`src/rtl/rtlb_pkg.sv`:
```
package rtlb_pkg;
  // One step of an 8-bit maximal-length Fibonacci LFSR (x^8+x^6+x^5+x^4+1)
  function automatic logic [7:0] lfsr8_next(input logic [7:0] s);
    logic fb;
    fb = s[7] ^ s[5] ^ s[4] ^ s[3];
    return {s[6:0], fb};
  endfunction
endpackage

```
`src/rtl/rtlb_lfsr.sv`:
```
module rtlb_lfsr #(
  parameter logic [7:0] SEED = 8'hA5
) (
  input  logic       clk,
  input  logic       rst,
  output logic [7:0] state
);
  import rtlb_pkg::*;

  always_ff @(posedge clk) begin
    if (rst) state <= SEED;
    else     state <= lfsr8_next(state);
  end

  // An all-zero state would lock the sequence
  AST_LFSR_LIVE: assert property (@(posedge clk) disable iff (rst)
    state != 8'h00);
endmodule

```
`src/rtl/rtlb_match.sv`:
```
module rtlb_match #(
  parameter int ENTRIES = 4,
  parameter int AREG_W  = 5
) (
  input  logic                           clk,
  input  logic                           rst,
  input  logic [ENTRIES-1:0]             valid,
  input  logic [ENTRIES-1:0][AREG_W-1:0] tags,
  input  logic [AREG_W-1:0]              key,
  output logic [ENTRIES-1:0]             hit_vec
);
  for (genvar i = 0; i < ENTRIES; i++) begin : g_cmp
    assign hit_vec[i] = valid[i] && (tags[i] == key);
  end

  AST_SINGLE_MATCH: assert property (@(posedge clk) disable iff (rst)
    $onehot0(hit_vec));
endmodule

```
`src/rtl/rtlb_victim.sv`:
```
module rtlb_victim #(
  parameter int ENTRIES = 4,
  parameter int IDX_W   = 2
) (
  input  logic [ENTRIES-1:0] valid,
  input  logic [7:0]         rnd,
  output logic [IDX_W-1:0]   victim
);
  always_comb begin
    victim = rnd[IDX_W-1:0];
    for (int i = ENTRIES - 1; i >= 0; i--) begin
      if (!valid[i]) victim = IDX_W'(i);
    end
  end
endmodule

```
`src/rtl/rtlb_buffer.sv`:
```
module rtlb_buffer #(
  parameter int         ENTRIES = 4,
  parameter int         AREG_W  = 5,
  parameter int         PREG_W  = 7,
  parameter int         CNT_W   = 16,
  parameter logic [7:0] SEED    = 8'hA5
) (
  input  logic              clk,
  input  logic              rst,
  input  logic              flush,
  input  logic              lkp_valid,
  input  logic [AREG_W-1:0] lkp_areg,
  input  logic              lkp_grp_match,
  input  logic              alloc_valid,
  input  logic [AREG_W-1:0] alloc_areg,
  input  logic [PREG_W-1:0] alloc_preg,
  output logic              lkp_abort,
  output logic              lkp_hit,
  output logic [PREG_W-1:0] lkp_preg,
  output logic [CNT_W-1:0]  hit_count,
  output logic [CNT_W-1:0]  lookup_count
);
  localparam int IDX_W = (ENTRIES > 1) ? $clog2(ENTRIES) : 1;

  logic [ENTRIES-1:0]             valid_q;
  logic [ENTRIES-1:0][AREG_W-1:0] tag_q;
  logic [ENTRIES-1:0][PREG_W-1:0] map_q;
  logic [ENTRIES-1:0]             lk_vec, al_vec;
  logic [7:0]                     rnd;
  logic [IDX_W-1:0]               victim, al_idx, wr_idx;
  logic [PREG_W-1:0]              lk_preg;
  logic                           eligible;

  rtlb_lfsr #(.SEED(SEED)) u_lfsr (.clk(clk), .rst(rst), .state(rnd));

  rtlb_match #(.ENTRIES(ENTRIES), .AREG_W(AREG_W)) u_lk_match (
    .clk(clk), .rst(rst), .valid(valid_q), .tags(tag_q),
    .key(lkp_areg), .hit_vec(lk_vec));

  rtlb_match #(.ENTRIES(ENTRIES), .AREG_W(AREG_W)) u_al_match (
    .clk(clk), .rst(rst), .valid(valid_q), .tags(tag_q),
    .key(alloc_areg), .hit_vec(al_vec));

  rtlb_victim #(.ENTRIES(ENTRIES), .IDX_W(IDX_W)) u_victim (
    .valid(valid_q), .rnd(rnd), .victim(victim));

  // One-hot select of the resident mapping and of the in-place slot
  always_comb begin
    lk_preg = '0;
    al_idx  = '0;
    for (int i = 0; i < ENTRIES; i++) begin
      if (lk_vec[i]) lk_preg = lk_preg | map_q[i];
      if (al_vec[i]) al_idx  = IDX_W'(i);
    end
  end

  assign wr_idx    = (|al_vec) ? al_idx : victim;
  assign eligible  = lkp_valid && !lkp_grp_match;
  assign lkp_abort = eligible && (|lk_vec);

  always_ff @(posedge clk) begin
    if (rst) begin
      valid_q      <= '0;
      lkp_hit      <= 1'b0;
      lkp_preg     <= '0;
      hit_count    <= '0;
      lookup_count <= '0;
    end else begin
      lkp_hit  <= lkp_abort;
      lkp_preg <= lkp_abort ? lk_preg : '0;
      if (eligible)  lookup_count <= lookup_count + 1'b1;
      if (lkp_abort) hit_count    <= hit_count + 1'b1;
      if (flush)            valid_q         <= '0;
      else if (alloc_valid) valid_q[wr_idx] <= 1'b1;
    end
  end

  // Payload storage: no reset, single write port
  always_ff @(posedge clk) begin
    if (alloc_valid && !flush) begin
      tag_q[wr_idx] <= alloc_areg;
      map_q[wr_idx] <= alloc_preg;
    end
  end

  AST_HIT_FOLLOWS_ABORT: assert property (@(posedge clk) disable iff (rst)
    lkp_hit |-> $past(lkp_abort));
  AST_GROUP_WINS: assert property (@(posedge clk) disable iff (rst)
    lkp_grp_match |-> !lkp_abort);
  AST_LOOKUP_NO_FILL: assert property (@(posedge clk) disable iff (rst)
    $past(!alloc_valid && !flush && !rst) |-> $stable(valid_q));
  AST_FLUSH_EMPTY: assert property (@(posedge clk) disable iff (rst)
    flush |=> (valid_q == '0));
  AST_ALLOC_RESIDENT: assert property (@(posedge clk) disable iff (rst)
    (alloc_valid && !flush) |=> (valid_q != '0));
  AST_HITS_BOUNDED: assert property (@(posedge clk) disable iff (rst)
    $past(!rst) && (hit_count != $past(hit_count)) |-> $past(lkp_abort));
endmodule

```
`config.mk`:
```
export PLATFORM = sky130hd
export DESIGN_NAME = rtlb_buffer
export DESIGN_NICKNAME = d
export VERILOG_FILES = /design/src/rtl/rtlb_pkg.sv /design/src/rtl/rtlb_lfsr.sv /design/src/rtl/rtlb_match.sv /design/src/rtl/rtlb_victim.sv /design/src/rtl/rtlb_buffer.sv
export SDC_FILE = /design/constraint.sdc
export NUM_CORES = 1
export LEC_CHECK = 0
export BUFFER_PORTS_ARGS = -buffer_cell sky130_fd_sc_hd__buf_2
export CAP_MARGIN = 20
export CORE_MARGIN = 3
export CORE_UTILIZATION = 30
export DETAILED_ROUTE_END_ITERATION = 8
export PLACE_DENSITY = 0.56
export SLEW_MARGIN = 10
export SYNTH_ARGS = -nofsm -noshare
export SYNTH_HDL_FRONTEND = slang
export SYNTH_SLANG_ARGS = --single-unit
export TNS_END_PERCENT = 30
```
`constraint.sdc`:
```
create_clock -name clk -period 3.9 [get_ports clk]
set_input_delay 0.585 -clock clk [delete_from_list [all_inputs] [get_ports clk]]
set_output_delay 0.585 -clock clk [all_outputs]
set_load 0.05 [all_outputs]
```
==> run summary <==
CP Max Fanout = 8
# H-tree levels = 3
Skew final = 9.61 ps
Register area = 2480 µm²
CTS tree = yes
Slew Viols, Final = 0
Total Die Area = 15400 µm²
Placed cell areas = 4650 µm²
Row count = 42
Min Hold Slack = 416 ps
GRT Total Usage = 0.125
Layout area overhead = 18.1%
Clock latency on the worst-skew pair = 340 ps
Worst hold path class = register to register
DPL Wire Length = 6070 µm
Crit path cell chain = xor2_1 > nor4_1 > and3_1 > o41ai_4 > inv_2 > buf_2
Grt ovf = 0
Cells on worst reg2reg path = 7
Post-synth EDFFs = 48
Die X-Extent = 124 µm
Clk sink count = 100
Cts repair resizes = 0
Num ports = 64
CP max-delay cell = and3_1
Dpl cells = 586
Cell area after layout = 4930 µm²
VDD IR max = 0.328 mV
Asr flop ratio synth = 0
Via count = 2911
Placer congestion estimate = 0.824
Max-slew headroom = 0.479
Detailed Routing Iterations Pass 1 = 4
Post-Syn Instances = 356
Layout Cells excl Fill = 602
Pwr dens = 418 nW/µm²
Seq cells post-synth = 100
Top post-synthesis cells by area = edfxtp_1 35%, dfxtp_1 25%, xor2_1 8.6%
Startpoint types = register
Area of the multi-input gates = 1570 µm²
CP max stage delay = 480 ps
Initial Util = 0.311
# DRC = 0
Largest net degree at the start of global routing = 43
Post-synth top area share = 0.346
Die Y = 124 µm
Final cycle utilization of the critical path = 0.732
Post-CTS Setup Inserts = 0
DRT antenna net count = 0
Post-synthesis sequential area ratio = 0.595
Fin. Hold Viols = 0
Required time worst endpoint = 3310 ps
Cts hold-fix bufs = 0
Worst Tran Pin Value = 769 ps
Predominant post-synthesis flop cell = dfxtp_1
Pleak = 1.80 nW
CP endpoint kind = output pin
Port Buffer Count = 63
Post-synth top area cell = edfxtp_1
Synth Warn # = 0
CP Class = register to output pin
Final TNS setup = 0 ps
Syn Area/Cell = 11.7 µm²
Status = completed
Clk pin slew, worst setup/hold paths = 70 ps
First-pass GRT wire length = 14700 µm
Max cap viols = 0
Avg WL per Cell = 14.9 µm
Number of global-route vias before repair = 2883
Mapped Area = 4170 µm²
Initial antenna violation count = 0
Final Setup Violations = 0
Layout cells sized above 1 = 0.225
Unrepaired setup endpoints after global routing = no
Crit path time final = 2860 ps
Syn Nets = 381
Core box area = 13400 µm²
DR iter-0 viols = 258
Vias per inst = 4.84
Num CTS Buffers = 9
Post-layout nets = 446
Clk root buf = clkbuf_16
Hold depth = 1
Routed Wire Length = 8990 µm
FILL cells = 1328
Clock Path Buffers = 2
WP data arrival = 2270 ps
Count of unique library cells instantiated by Yosys = 41
Antenna diodes = 0
Fmax = 350 MHz
## worst max-delay path, delay by kind of cell (launching register included)
family | cells | cell delay (ps)
AOI/OAI and AO/OA | 1 | 180
xor gates and xnor gates | 1 | 180
and+or+nand+nor | 2 | 800
DFF | 1 | 420
buffers and inverters | 2 | 340
## path summary, 6_finish.rpt
check / to / slack, ps / start
worst max-delay path: lkp_abort / 1040 / tag_q[7]
worst min-delay path: u_lfsr.state[7] / 420 / u_lfsr.state[6]
worst min register to register: u_lfsr.state[7] / 420 / u_lfsr.state[6]
worst max register to register: hit_count[7] / 1250 / tag_q[7]
## sequential cells by signal (all words and copies together), names as in the netlist
signal / cells
lkp_hit: 1
u_lfsr.state: 8
hit_count: 16
map_q: 28
valid_q: 4
lkp_preg: 7
tag_q: 20
lookup_count: 16
## per-layer routing
layer	global-route usage	vias to the layer above	wire (µm)
met5	0	-	0
met4	0.0335	0	121
met3	0.0486	10	579
met2	0.194	91	4160
met1	0.163	1384	4140
li1	-	1426	-
## cells in the mapped netlist, types with 3 or more instances
cell type	instances
dfxtp_1	52
edfxtp_1	48
xor2_1	41
a21oi_1	23
nand2_1	23
nor2_1	21
xnor2_1	16
a22oi_1	14
nand3_1	11
o31ai_1	9
and3_1	7
nand4_1	7
o21ai_1	7
nor2b_1	6
nor4_1	6
or4_1	6
buf_6	5
clkbuf_1	5
o21ai_0	5
or3_1	5
or3_2	5
inv_1	4
inv_2	3
or2_2	3
## placed cells by master, fill, tap and decap left out, types with 3 or more instances in the layout
cell type	instances
a22oi_1	14
inv_2	3
inv_1	4
or2_2	3
edfxtp_1	48
a21oi_1	23
or3_1	5
nor4_1	6
or4_1	6
buf_2	63
dfxtp_1	52
nand4_1	7
nand3_1	11
nand2_1	23
nor2b_1	6
or3_2	5
xnor2_1	16
nor2_1	21
clkbuf_16	9
buf_4	4
and3_1	7
o31ai_1	9
o21ai_1	7
xor2_1	41
o21ai_0	5
## cell type report
class,instances,area share
Timing Repair Buffer,67,0.0701
Clock buffer,10,0.0465
Sequential cell,100,0.504
Clock inverter,6,0.00991
Multi-Input combinational cell,236,0.320
Tap cell,176,0.0447
Inverter,7,0.00533
## cell families (layout without fill, tap and decap cells)
group                    Yosys count  count (layout)  share of synthesized area
adder cells (fa/ha/maj)            2               2                    0.00600
multiplexers                       2               2                    0.00480
AND/OR/NAND/NOR                  112             112                      0.147
XOR/XNOR                          57              57                      0.120
buffers and inverters             20              90                     0.0291
flip-flops                       100             100                      0.595
AO/OA/AOI/OAI                     63              63                     0.0987
## metrics by stage
stage                     power, W  setup slack, ps  utilization
final                      0.00206             1040        0.368
after global routing       0.00214              920        0.368
after global placement     0.00124             1000        0.347
after floorplan            0.00120              671            -
after CTS                  0.00209             1020        0.368
after detailed placement   0.00124              982        0.347
## power breakdown
group          leakage, nW  internal [W]  switching [W]
Clock                0.131      0.000440       0.000399
Sequential           0.858       0.00112      0.0000109
Combinational        0.815     0.0000358      0.0000547
No activity file was read; power rests on OpenSTA's default activity.
